## src/rtl/hfm_pkg.sv

```systemverilog
package hfm_pkg;
  localparam int unsigned HFM_BYTE_W     = 8;
  localparam int unsigned HFM_WORD_BYTES = 4;
  localparam int unsigned HFM_OFF_W      = 8;
endpackage

```

## src/rtl/hfm_cfg.sv

```systemverilog
module hfm_cfg #(
  parameter int unsigned OFF_W      = 8,
  parameter int unsigned LEN_W      = 3,
  parameter int unsigned FIELD_W    = 32,
  parameter int unsigned WORD_BYTES = 4
) (
  input  logic               clk_i,
  input  logic               rst_ni,
  input  logic               we_i,
  input  logic [OFF_W-1:0]   off_i,
  input  logic [LEN_W-1:0]   len_i,
  input  logic [FIELD_W-1:0] mask_i,
  input  logic [FIELD_W-1:0] value_i,
  input  logic               load_i,
  output logic [OFF_W-1:0]   off_o,
  output logic [LEN_W-1:0]   len_o,
  output logic [FIELD_W-1:0] mask_o,
  output logic [FIELD_W-1:0] value_o
);
  logic [OFF_W-1:0]   sh_off, ac_off;
  logic [LEN_W-1:0]   sh_len, ac_len;
  logic [FIELD_W-1:0] sh_mask, ac_mask, sh_val, ac_val;
  logic               wr_ok;

  assign wr_ok = we_i && (len_i != '0) && (len_i <= LEN_W'(WORD_BYTES));

  always_ff @(posedge clk_i or negedge rst_ni) begin
    if (!rst_ni) begin
      sh_off  <= '0;
      sh_len  <= LEN_W'(WORD_BYTES);
      sh_mask <= '0;
      sh_val  <= '0;
      ac_off  <= '0;
      ac_len  <= LEN_W'(WORD_BYTES);
      ac_mask <= '0;
      ac_val  <= '0;
    end else begin
      if (wr_ok) begin
        sh_off  <= off_i;
        sh_len  <= len_i;
        sh_mask <= mask_i;
        sh_val  <= value_i;
      end
      if (load_i) begin
        ac_off  <= sh_off;
        ac_len  <= sh_len;
        ac_mask <= sh_mask;
        ac_val  <= sh_val;
      end
    end
  end

  // first beat already sees the rule it latches
  assign off_o   = load_i ? sh_off  : ac_off;
  assign len_o   = load_i ? sh_len  : ac_len;
  assign mask_o  = load_i ? sh_mask : ac_mask;
  assign value_o = load_i ? sh_val  : ac_val;
endmodule

```

## src/rtl/hfm_capture.sv

```systemverilog
module hfm_capture #(
  parameter int unsigned OFF_W      = 8,
  parameter int unsigned LEN_W      = 3,
  parameter int unsigned CNT_W      = 9,
  parameter int unsigned BYTE_W     = 8,
  parameter int unsigned WORD_BYTES = 4,
  parameter int unsigned FIELD_W    = 32
) (
  input  logic               clk_i,
  input  logic               rst_ni,
  input  logic               valid_i,
  input  logic               first_i,
  input  logic [BYTE_W-1:0]  data_i,
  input  logic [OFF_W-1:0]   off_i,
  input  logic [LEN_W-1:0]   len_i,
  output logic [CNT_W-1:0]   pos_o,
  output logic [FIELD_W-1:0] field_o
);
  logic [CNT_W-1:0]   cnt_q;
  logic [FIELD_W-1:0] field_q, base;

  assign pos_o = first_i ? '0 : cnt_q;
  assign base  = first_i ? '0 : field_q;

  for (genvar k = 0; k < WORD_BYTES; k++) begin : g_lane
    localparam int unsigned HI = FIELD_W - 1 - k*BYTE_W;
    logic hit;
    assign hit = valid_i && (LEN_W'(k) < len_i) &&
                 (pos_o == CNT_W'(off_i) + CNT_W'(k));
    assign field_o[HI -: BYTE_W] = hit ? data_i : base[HI -: BYTE_W];
  end

  always_ff @(posedge clk_i or negedge rst_ni) begin
    if (!rst_ni) begin
      cnt_q   <= '0;
      field_q <= '0;
    end else if (valid_i) begin
      cnt_q   <= (pos_o == '1) ? pos_o : pos_o + 1'b1;
      field_q <= field_o;
    end
  end
endmodule

```

## src/rtl/hfm_verdict.sv

```systemverilog
module hfm_verdict #(
  parameter int unsigned OFF_W      = 8,
  parameter int unsigned LEN_W      = 3,
  parameter int unsigned CNT_W      = 9,
  parameter int unsigned WORD_BYTES = 4,
  parameter int unsigned FIELD_W    = 32
) (
  input  logic               clk_i,
  input  logic               rst_ni,
  input  logic               valid_i,
  input  logic               last_i,
  input  logic [CNT_W-1:0]   pos_i,
  input  logic [FIELD_W-1:0] field_i,
  input  logic [OFF_W-1:0]   off_i,
  input  logic [LEN_W-1:0]   len_i,
  input  logic [FIELD_W-1:0] mask_i,
  input  logic [FIELD_W-1:0] value_i,
  output logic               vld_o,
  output logic               match_o,
  output logic               oob_o,
  output logic               mis_o
);
  logic [CNT_W:0] span, count;
  logic           oob, mis, eq, done;

  assign span  = (CNT_W+1)'(off_i) + (CNT_W+1)'(len_i);
  assign count = {1'b0, pos_i} + 1'b1;
  assign oob   = span > count;
  assign mis   = (off_i % OFF_W'(WORD_BYTES)) != '0;
  assign eq    = (field_i & mask_i) == value_i;
  assign done  = valid_i && last_i;

  always_ff @(posedge clk_i or negedge rst_ni) begin
    if (!rst_ni) begin
      vld_o   <= 1'b0;
      match_o <= 1'b0;
      oob_o   <= 1'b0;
      mis_o   <= 1'b0;
    end else begin
      vld_o   <= done;
      match_o <= done && !oob && eq;
      oob_o   <= done && oob;
      mis_o   <= done && mis;
    end
  end
endmodule

```

## src/rtl/hdr_field_match.sv

```systemverilog
module hdr_field_match
  import hfm_pkg::*;
#(
  parameter int unsigned WORD_BYTES = HFM_WORD_BYTES,
  parameter int unsigned OFF_W      = HFM_OFF_W,
  localparam int unsigned LEN_W     = $clog2(WORD_BYTES + 1),
  localparam int unsigned FIELD_W   = WORD_BYTES * HFM_BYTE_W,
  localparam int unsigned CNT_W     = OFF_W + 1
) (
  input  logic                  clk_i,
  input  logic                  rst_ni,
  input  logic                  cfg_we_i,
  input  logic [OFF_W-1:0]      cfg_offset_i,
  input  logic [LEN_W-1:0]      cfg_len_i,
  input  logic [FIELD_W-1:0]    cfg_mask_i,
  input  logic [FIELD_W-1:0]    cfg_value_i,
  input  logic                  s_valid_i,
  input  logic                  s_first_i,
  input  logic                  s_last_i,
  input  logic [HFM_BYTE_W-1:0] s_data_i,
  output logic                  verdict_valid_o,
  output logic                  match_o,
  output logic                  out_of_bounds_o,
  output logic                  misaligned_o
);
  logic [OFF_W-1:0]   r_off;
  logic [LEN_W-1:0]   r_len;
  logic [FIELD_W-1:0] r_mask, r_val, field;
  logic [CNT_W-1:0]   pos;
  logic               start;

  assign start = s_valid_i && s_first_i;

  hfm_cfg #(
    .OFF_W(OFF_W), .LEN_W(LEN_W), .FIELD_W(FIELD_W), .WORD_BYTES(WORD_BYTES)
  ) i_cfg (
    .clk_i, .rst_ni,
    .we_i(cfg_we_i), .off_i(cfg_offset_i), .len_i(cfg_len_i),
    .mask_i(cfg_mask_i), .value_i(cfg_value_i), .load_i(start),
    .off_o(r_off), .len_o(r_len), .mask_o(r_mask), .value_o(r_val)
  );

  hfm_capture #(
    .OFF_W(OFF_W), .LEN_W(LEN_W), .CNT_W(CNT_W), .BYTE_W(HFM_BYTE_W),
    .WORD_BYTES(WORD_BYTES), .FIELD_W(FIELD_W)
  ) i_cap (
    .clk_i, .rst_ni,
    .valid_i(s_valid_i), .first_i(s_first_i), .data_i(s_data_i),
    .off_i(r_off), .len_i(r_len), .pos_o(pos), .field_o(field)
  );

  hfm_verdict #(
    .OFF_W(OFF_W), .LEN_W(LEN_W), .CNT_W(CNT_W),
    .WORD_BYTES(WORD_BYTES), .FIELD_W(FIELD_W)
  ) i_vrd (
    .clk_i, .rst_ni,
    .valid_i(s_valid_i), .last_i(s_last_i), .pos_i(pos), .field_i(field),
    .off_i(r_off), .len_i(r_len), .mask_i(r_mask), .value_i(r_val),
    .vld_o(verdict_valid_o), .match_o(match_o),
    .oob_o(out_of_bounds_o), .mis_o(misaligned_o)
  );
endmodule

```

## config.mk

```make
export PLATFORM = sky130hd
export DESIGN_NAME = hdr_field_match
export DESIGN_NICKNAME = d
export VERILOG_FILES = /design/src/rtl/hfm_pkg.sv /design/src/rtl/hfm_cfg.sv /design/src/rtl/hfm_capture.sv /design/src/rtl/hfm_verdict.sv /design/src/rtl/hdr_field_match.sv
export SDC_FILE = /design/constraint.sdc
export NUM_CORES = 1
export LEC_CHECK = 0
export CAP_MARGIN = 20
export CORE_MARGIN = 2
export CORE_UTILIZATION = 64
export DETAILED_ROUTE_END_ITERATION = 16
export DONT_BUFFER_PORTS = 1
export MAX_ROUTING_LAYER = met4
export PLACE_DENSITY = 0.85
export RECOVER_POWER = 100
export SKIP_CTS_REPAIR_TIMING = 1
export SYNTH_ARGS = -nofsm -noshare
export SYNTH_HDL_FRONTEND = slang
export SYNTH_HIERARCHICAL = 1
export SYNTH_SLANG_ARGS = --single-unit
```

## constraint.sdc

```tcl
create_clock -name clk_i -period 3.9 [get_ports clk_i]
set_input_delay 0.585 -clock clk_i [delete_from_list [all_inputs] [get_ports clk_i]]
set_output_delay 0.585 -clock clk_i [all_outputs]
set_load 0.02 [all_outputs]
```

# --- Yosys cells after proc, flatten, opt, wreduce, memory -nomap -nowiden ---
# Index checks and enable logic that the tools add are counted.
word_totals:
  out_inout_bits: 4
  ff_bits: 195
  in_bits: 89
  elab_cells: 63
classes:
  magnitude_cmp: 6
  n_eq_ne: 6
  reduce_logical: 19
  n_mux: 11
  add_sub_neg: 6
  n_bitwise: 1
ops:
  columns: ["operator", "n"]
  rows:
  - ["2-to-1 mux 32 bit", 3]
  - ["2-to-1 mux 8 bit", 5]
  - ["bitwise AND 32 bit", 1]
  - ["equality test 32 bit", 1]
  - ["equality test 9 bit", 3]
  - ["adder 8 x 2 -> 9 bit, second input constant", 2]
  - ["2-to-1 mux 9 bit", 2]
  - ["logical AND 1 bit", 16]
  - ["adder 9 x 1 -> 10 bit, second input constant", 1]
  - ["greater-than comparator 10 bit", 1]
  - ["adder 8 x 1 -> 9 bit, second input constant", 1]
  - ["adder 8 x 3 -> 9 bit", 1]
  - ["adder 9 x 1 -> 9 bit, second input constant", 1]
  - ["equality test 9 x 8 -> 1 bit", 1]
  - ["equality test 9 bit, second input constant", 1]
  - ["nonzero test 8 bit", 1]
  - ["< comparator 1 x 3 -> 1 bit, first input constant", 2]
  - ["< comparator 2 x 3 -> 1 bit, first input constant", 2]
  - ["less-or-equal comparator 3 bit, second input constant", 1]
  - ["2-to-1 mux 3 bit", 1]
  - ["nonzero test 3 bit", 1]
  - ["zero test 1 bit", 1]

# --- Logic depth before layout (Yosys ltp) ---
# Gate-level depths: netlist (run 1).
logic_depth:
  word_depth: 9
  mapped_depth: 18
  depth_no_buf: 15

# --- Cells and area by module ---
# Netlist (run 1), hierarchy kept.
by_module_without_submodules:
  columns: ["mod", "instances", "cells_each", "area_per_inst_um2", "seq_area_each_um2"]
  rows:
  - ["hfm_cfg", 1, 328, 5667.9, 3756.1]
  - ["hfm_capture", 1, 376, 3280.6, 1026.0]
  - ["hfm_verdict", 1, 153, 1139.8, 100.1]
  - ["hdr_field_match", 1, 1, 6.3, 0.0]

# --- Worst setup path after synthesis (run 1) ---
# OpenSTA, ideal clock, no wires.
synth_timing:
  path_type: "input port to flip-flop"
  start: "input s_valid_i"
  end: "register i_vrd.match_o"
  path_slack_ns: -0.324
  setup_ns: 0.096
  arrival_time_ns: 4.128
  t_required_ns: 3.804
  cell_stages: 17
  path_buffers: 3
  cell_sequence: "and2_1 clkbuf_1 mux2_2 clkbuf_1 inv_1 ha_1 xor2_1 o21bai_1 a2111oi_4 and3_4 buf_6 a21o_1 nand2_1 xnor2_1 nor4_1 nand3_1 nor4_2"
synth_via:
  elab_chain_cells: 9
  elab_cells_between_ends: 36
  cone_classes: "4 x add/sub; 5 x order compare; 5 x eq/ne; 8 x mux; 1 x bitwise; 13 x reduce/logical"
synth_lines:
  columns: ["element", "line_no", "source"]
  rows:
  - ["start: declaration", "hdr_field_match.sv:17", "input logic s_valid_i,"]
  - ["logical AND 1 bit", "hdr_field_match.sv:32", "assign start = s_valid_i && s_first_i;"]
  - ["2-to-1 mux 8 bit", "hfm_cfg.sv:54", "assign off_o = load_i ? sh_off : ac_off;"]
  - ["via r_off[0]", "hdr_field_match.sv:26", "logic [OFF_W-1:0] r_off;"]
  - ["adder 8 x 1 -> 9 bit", "hfm_capture.sv:29", "(pos_o == CNT_W'(off_i) + CNT_W'(k));"]
  - ["equality test 9 bit", "hfm_capture.sv:29", null]
  - ["logical AND 1 bit", "hfm_capture.sv:28", "assign hit = valid_i && (LEN_W'(k) < len_i) &&"]
  - ["2-to-1 mux 8 bit", "hfm_capture.sv:30", "assign field_o[HI -: BYTE_W] = hit ? data_i : base[HI -: BYTE_W];"]
  - ["via field[21]", "hdr_field_match.sv:28", "logic [FIELD_W-1:0] r_mask, r_val, field;"]
  - ["bitwise AND 32 bit", "hfm_verdict.sv:30", "assign eq = (field_i & mask_i) == value_i;"]
  - ["equality test 32 bit", "hfm_verdict.sv:30", null]
  - ["logical AND 1 bit", "hfm_verdict.sv:41", "match_o <= done && !oob && eq;"]
  - ["end signal: assignment", "hfm_verdict.sv:41", null]
  - ["end: declaration", "hfm_verdict.sv:19", "output logic match_o,"]
# The timed path passes the listed nets, and every way through them passes these cells.
# A chain may end at the register's enable or synchronous reset.

# --- Worst setup path after layout (run 1) ---
layout_timing:
  start: "input s_valid_i"
  end: "register i_vrd.match_o"
layout_via:
  elab_chain_cells: 9
  elab_cells_between_ends: 36
  cone_classes: "4 x add/sub; 5 x order compare; 5 x eq/ne; 8 x mux; 1 x bitwise; 13 x reduce/logical"
layout_lines:
  columns: ["element", "line_no"]
  rows:
  - ["logical AND 1 bit", "hdr_field_match.sv:32"]
  - ["2-to-1 mux 8 bit", "hfm_cfg.sv:54"]
  - ["via r_off[5]", "hdr_field_match.sv:26"]
  - ["adder 8 x 2 -> 9 bit", "hfm_capture.sv:29"]
  - ["equality test 9 bit", "hfm_capture.sv:29"]
  - ["logical AND 1 bit", "hfm_capture.sv:28"]
  - ["2-to-1 mux 8 bit", "hfm_capture.sv:30"]
  - ["via field[13]", "hdr_field_match.sv:28"]
  - ["bitwise AND 32 bit", "hfm_verdict.sv:30"]
  - ["equality test 32 bit", "hfm_verdict.sv:30"]
  - ["logical AND 1 bit", "hfm_verdict.sv:41"]
# The timed path passes the listed nets, and every way through them passes these cells.

==> results_dict.tcl, run 1 <==
set metrics [dict create \
    yosysSeqAreaShare 0.484 \
    ys_types 74 \
    finClkSkew_ns 0.00897 \
    cap_violations 2 \
    hp-class "input pin to asynchronous set/reset pin" \
    setup_slack_ns 0.108 \
    hpwl_mm 18.5 \
    drt_pass1_iterations 5 \
    num_rows 45 \
    synth_area_leaders "dfrtp_1 48%, mux2_2 16%, xnor2_1 4.9%, nand2_1 2.7%, ha_1 2.4%" \
    die_h_um 130 \
    synth_area_per_cell_um2 11.8 \
    clkSlewWorstSetupHoldPaths_ns 0.08 \
    layout_common_cells "193 x dfrtp_1, 83 x buf_4, 72 x nand2_1, 71 x mux2_2, 70 x mux2_1" \
    finalNetCount 1037 \
    start_util 0.659 \
    die_w_um 130 \
    worst_pin_slew_ns 2.53 \
    fill_cells 978 \
    clock_path_buffers 2 \
    port_buffers 0 \
    status "finished, violations left" \
    finalHoldViolCount 193 \
    synth_ff_type "dfrtp_1" \
    slowest_stage "nor4_2" \
    grt_pass1_wl_mm 40.0 \
    gp_congestion 0.949 \
    synth_nets 967 \
    critPathBufInv 4 \
    grt_use_total 0.326 \
    ys_ff_latch 195 \
    crit_top_cell "buf_4" \
    period_minus_slack_ns 3.79 \
    yosys_warnings 6 \
    grt_overflow 0 \
    grt_pass1_vias 7540 \
    htree_levels 4 \
    cts_tree "built" \
    grt_max_degree 196 \
    dieArea_um2 16800 \
    worstSetupPathType "input pin to flip-flop" \
    synthArstFlopShare 1.00 \
    dpl_worst_slack_ns -0.665 \
    vias 7092 \
    clockRootBuffer "clkbuf_16" \
    final-setup-viol-count 0 \
    insertion_delay_ns 0.44 \
    syn-cell-area_um2 10100 \
    p_leak_uw 0.00499 \
    slew_headroom -0.700 \
    wl_per_cell_um 22.2 \
    cp-start-kind "input pin" \
    cpLargestDelayFamily "simple AND/OR/NAND/NOR gates" \
    drt-initial-drc-count 463 \
    viasPerCell 6.15 \
    routed_wl_mm 25.6 \
    cp.required_ns 4.25 \
    core_um2 15300 \
    final_common_cell "dfrtp_1" \
    arrival_ns 4.14 \
    synthToLayoutAreaGrowth_pct 13.3 \
    path_cells "and2_4 -> mux2_2 -> clkbuf_1 -> buf_4 -> nand2_1 -> nor2_1 -> xnor2_1 -> nand4_1 -> buf_4 -> buf_4 -> o311ai_2 -> o21ai_1 -> nand2_1 -> xnor2_1 -> nor4_2 -> nand3_1 -> nor4_2" \
    final_design_area_no_fill_um2 11400 \
    place_inst 1118 \
    slowest_delay_ns 0.45 \
    cts_buffers 17 \
    synth_top_area_cell "dfrtp_1" \
    syn-instance-count 858 \
    crit_path_end_kind "flip-flop" \
    antenna_found_initial 1 \
    crit_fanout 20 \
    ant_nets 0 \
    yosys.area.top_type_share 0.478 \
    drc 0 \
    whs_ns -0.165 \
    drive_gt1_frac 0.240 \
    cts.sinks 195 \
    vdd_drop_max_mv 0.330 \
    p_per_area_nw_per_um2 564 \
    violations "hold timing, capacitance limit, slew limit" \
    placed_area_um2 10800 \
    stdcell_count 1153 \
    io_pins 93 \
    max_freq_mhz 264 \
    drv_slew 54 \
    period_share 0.972 \
    synth_edf_count 0 \
]
power by group:
| part | internal (µW) | total (µW) | leakage (µW) | switching, µW |
|---|---|---|---|---|
| combinational | 965 | 1970 | 0.00231 | 1000 |
| clock | 985 | 1830 | 0.000303 | 845 |
| sequential | 2440 | 2650 | 0.00237 | 213 |
cell families (layout without fill, tap and decap cells):
family	Yosys count	after routing	share of synthesized area
fa+ha+maj	20	20	0.0255
xor+xnor	75	75	0.0688
flops	195	195	0.484
buf+inv	83	166	0.0413
other cells	0	1	0
simple gates	196	196	0.107
mux	149	149	0.170
compound gates	140	140	0.103
worst register-to-register path, cell delays in order (launching register included):
cell      delay, ns
dfrtp_1        0.37
mux2_2         0.17
clkbuf_1       0.43
buf_4          0.26
nand2_1        0.08
nor2_1         0.13
xnor2_1        0.15
nand4_1        0.17
buf_4          0.19
buf_4          0.15
o311ai_2       0.34
o21ai_1        0.14
nand2_1        0.10
xnor2_1        0.08
nor4_2         0.45
nand3_1        0.21
nor4_2         0.23
sequential cells by signal (all words and copies together), names as in the netlist:
name           flops
i_cfg/sh_mask     32
i_cfg/sh_val      32
i_cfg/ac_val      32
i_cfg/sh_off       8
i_vrd/mis_o        1
i_vrd/oob_o        1
i_vrd/vld_o        1
i_cfg/sh_len       3
i_cap/field_q     32
i_cfg/ac_len       3
i_cap/cnt_q        9
i_cfg/ac_off       8
i_vrd/match_o      1
i_cfg/ac_mask     32
worst paths after layout:
kind	startpoint	to	slack, ns	cells past startpoint
max reg2reg	i_cfg/sh_off[5]	i_vrd/match_o	0.15	16
min	rst_ni	i_cfg/sh_mask[5]	-0.16	0
min in group clk_i	cfg_len_i[0]	i_cfg/sh_len[2]	0.23	1
max in group asynchronous	rst_ni	i_cap/cnt_q[6]	3.79	0
min reg2reg	i_cfg/ac_mask[30]	i_cfg/ac_mask[30]	0.50	1
max	s_valid_i	i_vrd/match_o	0.11	17
layout make-up:
cell class	instances	area, µm²	area share
Clock buffer	18	429	0.0375
Multi-Input combinational cell	580	4840	0.423
Antenna cell	1	2.50	0.000219
Tap cell	211	264	0.0231
Clock inverter	14	181	0.0159
Sequential cell	195	4880	0.427
Inverter	40	150	0.0131
Timing Repair Buffer	94	697	0.0609
cell usage after synthesis, types with 9 or more instances:
| master | number |
|---|---|
| a21o_1 | 19 |
| dfrtp_1 | 193 |
| o21ai_0 | 30 |
| nor2_1 | 22 |
| inv_1 | 37 |
| nand3_1 | 18 |
| o211ai_1 | 9 |
| ha_1 | 19 |
| nor2b_1 | 16 |
| nand4_1 | 14 |
| clkbuf_1 | 15 |
| mux2_4 | 10 |
| a21oi_1 | 13 |
| mux2_2 | 139 |
| nand2_1 | 72 |
| buf_6 | 11 |
| xor2_1 | 15 |
| xnor2_1 | 57 |
| buf_2 | 15 |
per-stage QoR:
| stage | setup TNS (ns) | hold WS [ns] | util | total power, µW |
|---|---|---|---|---|
| 5_1_grt | -0.0311 | -0.184 | 0.747 | 6770 |
| 3_5_place_dp | -0.712 | 0.293 | 0.708 | 4650 |
| 4_1_cts | -0.210 | -0.176 | 0.748 | 6490 |
| 3_3_place_gp | -0.626 | 0.293 | 0.708 | 4550 |
| 2_1_floorplan | 0 | 0.289 | - | 3940 |
| 6_report | 0 | -0.165 | 0.747 | 6450 |
per-layer routing:
layer | GRT usage | wire, µm
met5 | - | 0
met2 | 0.558 | 13100
met1 | 0.377 | 10100
met3 | 0.0566 | 1330
met4 | 0.149 | 1090
(Power assumes the default switching activity.)
==> run 2, diff against run 1 <==
--- a/config.mk
+++ b/config.mk
@@ -7,11 +7,11 @@
 export LEC_CHECK = 0
 export CAP_MARGIN = 20
 export CORE_MARGIN = 2
-export CORE_UTILIZATION = 64
+export CORE_UTILIZATION = 40
 export DETAILED_ROUTE_END_ITERATION = 16
 export DONT_BUFFER_PORTS = 1
 export MAX_ROUTING_LAYER = met4
-export PLACE_DENSITY = 0.85
+export PLACE_DENSITY = 0.59
 export RECOVER_POWER = 100
 export SKIP_CTS_REPAIR_TIMING = 1
 export SYNTH_ARGS = -nofsm -noshare
==> run 2 against run 1 <==
Net effect: the run still ends with hold timing, capacitance limit, slew limit left; first-iteration DRC count shrank 0.43%; register-to-register slack better by 0.09 ns; sequential share of layout area is 0.13 points higher; clock skew is 0.0024 ns higher; combinational power shrank 8%; utilization shrank 29 points; die area is 58% higher; via count fell by 6.4%; sequential power about the same; cell count is 9.2% higher; design area is 0.30% lower.
==> results_dict.tcl, run 2 (same netlist as run 1, synthesis figures left out) <==
set metrics [dict create \
    p_per_area_nw_per_um2 536 \
    arrival_ns 4.10 \
    vias 6635 \
    io_pins 93 \
    pwr-share-seq 0.430 \
    final_common_cell "dfrtp_1" \
    grt_max_degree 196 \
    worst_pin_slew_ns 2.03 \
    grt_overflow 0 \
    finClkSkew_ns 0.0114 \
    gp_congestion 0.892 \
    crit_fanout 20 \
    status "finished, violations left" \
    pwr-share-clk 0.273 \
    switching_power_uw 1900 \
    wl_per_cell_um 18.4 \
    drt_pass1_iterations 5 \
    cap_violations 2 \
    worstSetupPathType "input pin to flip-flop" \
    port_buffers 0 \
    cts_tree "built" \
    clock_path_buffers 2 \
    crit_path_end_kind "flip-flop" \
    period_minus_slack_ns 3.76 \
    hpwl_mm 16.9 \
    met2_usage 0.302 \
    whs_ns -0.150 \
    drt-initial-drc-count 461 \
    slew_headroom -0.364 \
    vdd_drop_max_mv 0.301 \
    p_leak_uw 0.00488 \
    slowest_delay_ns 0.51 \
    cp.required_ns 4.24 \
    gr-usage-met3 0.0364 \
    stdcell_count 1259 \
    grt_pass1_vias 6698 \
    grt_pass1_wl_mm 36.8 \
    cpLargestDelayFamily "simple AND/OR/NAND/NOR gates" \
    final_design_area_no_fill_um2 11400 \
    reg2reg_from "i_cfg/sh_off[1]" \
    critPathBufInv 4 \
    final-setup-viol-count 0 \
    drive_gt1_frac 0.229 \
    fin_util 0.457 \
    grt_use_total 0.184 \
    max_freq_mhz 266 \
    slowest_stage "nor4_1" \
    synthToLayoutAreaGrowth_pct 13.0 \
    antenna_cells 0 \
    place_inst 1227 \
    layout_common_cells "193 x dfrtp_1, 75 x mux2_2, 72 x nand2_1, 66 x mux2_1, 64 x buf_4" \
    period_share 0.964 \
    cp-start-kind "input pin" \
    clockRootBuffer "clkbuf_16" \
    path_cells "and2_4 -> buf_12 -> mux2_2 -> inv_1 -> ha_1 -> nand3b_1 -> or4b_1 -> o211a_1 -> o22ai_4 -> buf_4 -> and4_1 -> a21o_1 -> nand2_1 -> xnor2_1 -> nor4_1 -> nand4_1 -> clkbuf_4 -> nor4_2" \
    power.total_uw 6110 \
    num_rows 58 \
    placed_area_um2 10900 \
    insertion_delay_ns 0.44 \
    htree_levels 4 \
    p_int_uw 4210 \
    grtUsageMet1 0.233 \
    core_um2 25000 \
    drc 0 \
    routed_wl_mm 23.1 \
    hp-class "input pin to asynchronous set/reset pin" \
    finalHoldViolCount 193 \
    start_util 0.404 \
    top_usage_layer "met2" \
    p_comb_frac 0.297 \
    drv_slew 75 \
    cts.sinks 195 \
    antenna_found_initial 0 \
    die_w_um 163 \
    swShare 0.311 \
    r2r-end "i_vrd/match_o" \
    dieArea_um2 26500 \
    clkSlewWorstSetupHoldPaths_ns 0.08 \
    die_h_um 163 \
    ant_nets 0 \
    regToRegSetupSlack_ns 0.24 \
    cts_buffers 17 \
    violations "hold timing, capacitance limit, slew limit" \
    rsz0062_at_grt "false" \
    finalNetCount 1025 \
    r2r_cells 17 \
    viasPerCell 5.27 \
]
==> run 2: cell count changes in the layout (fill, tap and decap cells not counted), moves of 2 or more <==
cell	before	now
mux2_1	70	66
bufinv_16	2	0
clkbuf_2	0	2
clkinv_8	0	2
mux2_2	71	75
o311ai_0	5	8
inv_8	5	0
clkbuf_4	0	4
buf_4	83	64
clkinvlp_4	0	3
o311ai_2	2	0
==> run 2: worst max path at each step <==
stage                    startpoint       endpoint  slack [ns]  cells after the start
finish                    s_valid_i  i_vrd/match_o        0.14                     18
global route              s_valid_i  i_vrd/match_o        0.01                     18
detailed placement        s_valid_i  i_vrd/match_o       -0.31                     18
floorplan                 s_valid_i  i_vrd/match_o       0.008                     15
CTS                 i_cfg/sh_off[1]  i_vrd/match_o        0.10                     15
global placement          s_valid_i  i_vrd/match_o       -0.32                     18
==> run 2: cell type report <==
cell class              instances  area, µm²
flip-flops and latches        195       4880
multi-input cells             580       4800
clock buffers                  19        443
fillers                      2328      13600
clock inverters                13        121
repair buffers                 82        598
inverters                      40        150
well taps                     330        413
==> run 2: through the flow <==
| stage | setup slack, ns | TNS, ns |
|---|---|---|
| finish | 0.142 | 0 |
| floorplan | 0.00752 | 0 |
| global placement | -0.319 | -0.319 |
| global route | 0.00995 | 0 |
| detailed placement | -0.308 | -0.308 |
| CTS | 0.104 | 0 |
==> run 2: layer usage <==
metal  wire length [µm]  vias up
met5                  0        -
met4                362        0
met3                821       27
met2              11300      116
met1              10600     3299
li1                   -     3193
==> run 2: power by group through the flow <==
| stage | registers [µW] | logic (µW) | clock network, µW |
|---|---|---|---|
| global route | 2680 | 2000 | 1800 |
| floorplan | 2590 | 1350 | 0 |
| CTS | 2640 | 1900 | 1720 |
| detailed placement | 2680 | 1890 | 0 |
| global placement | 2660 | 1870 | 0 |
| finish | 2630 | 1820 | 1670 |
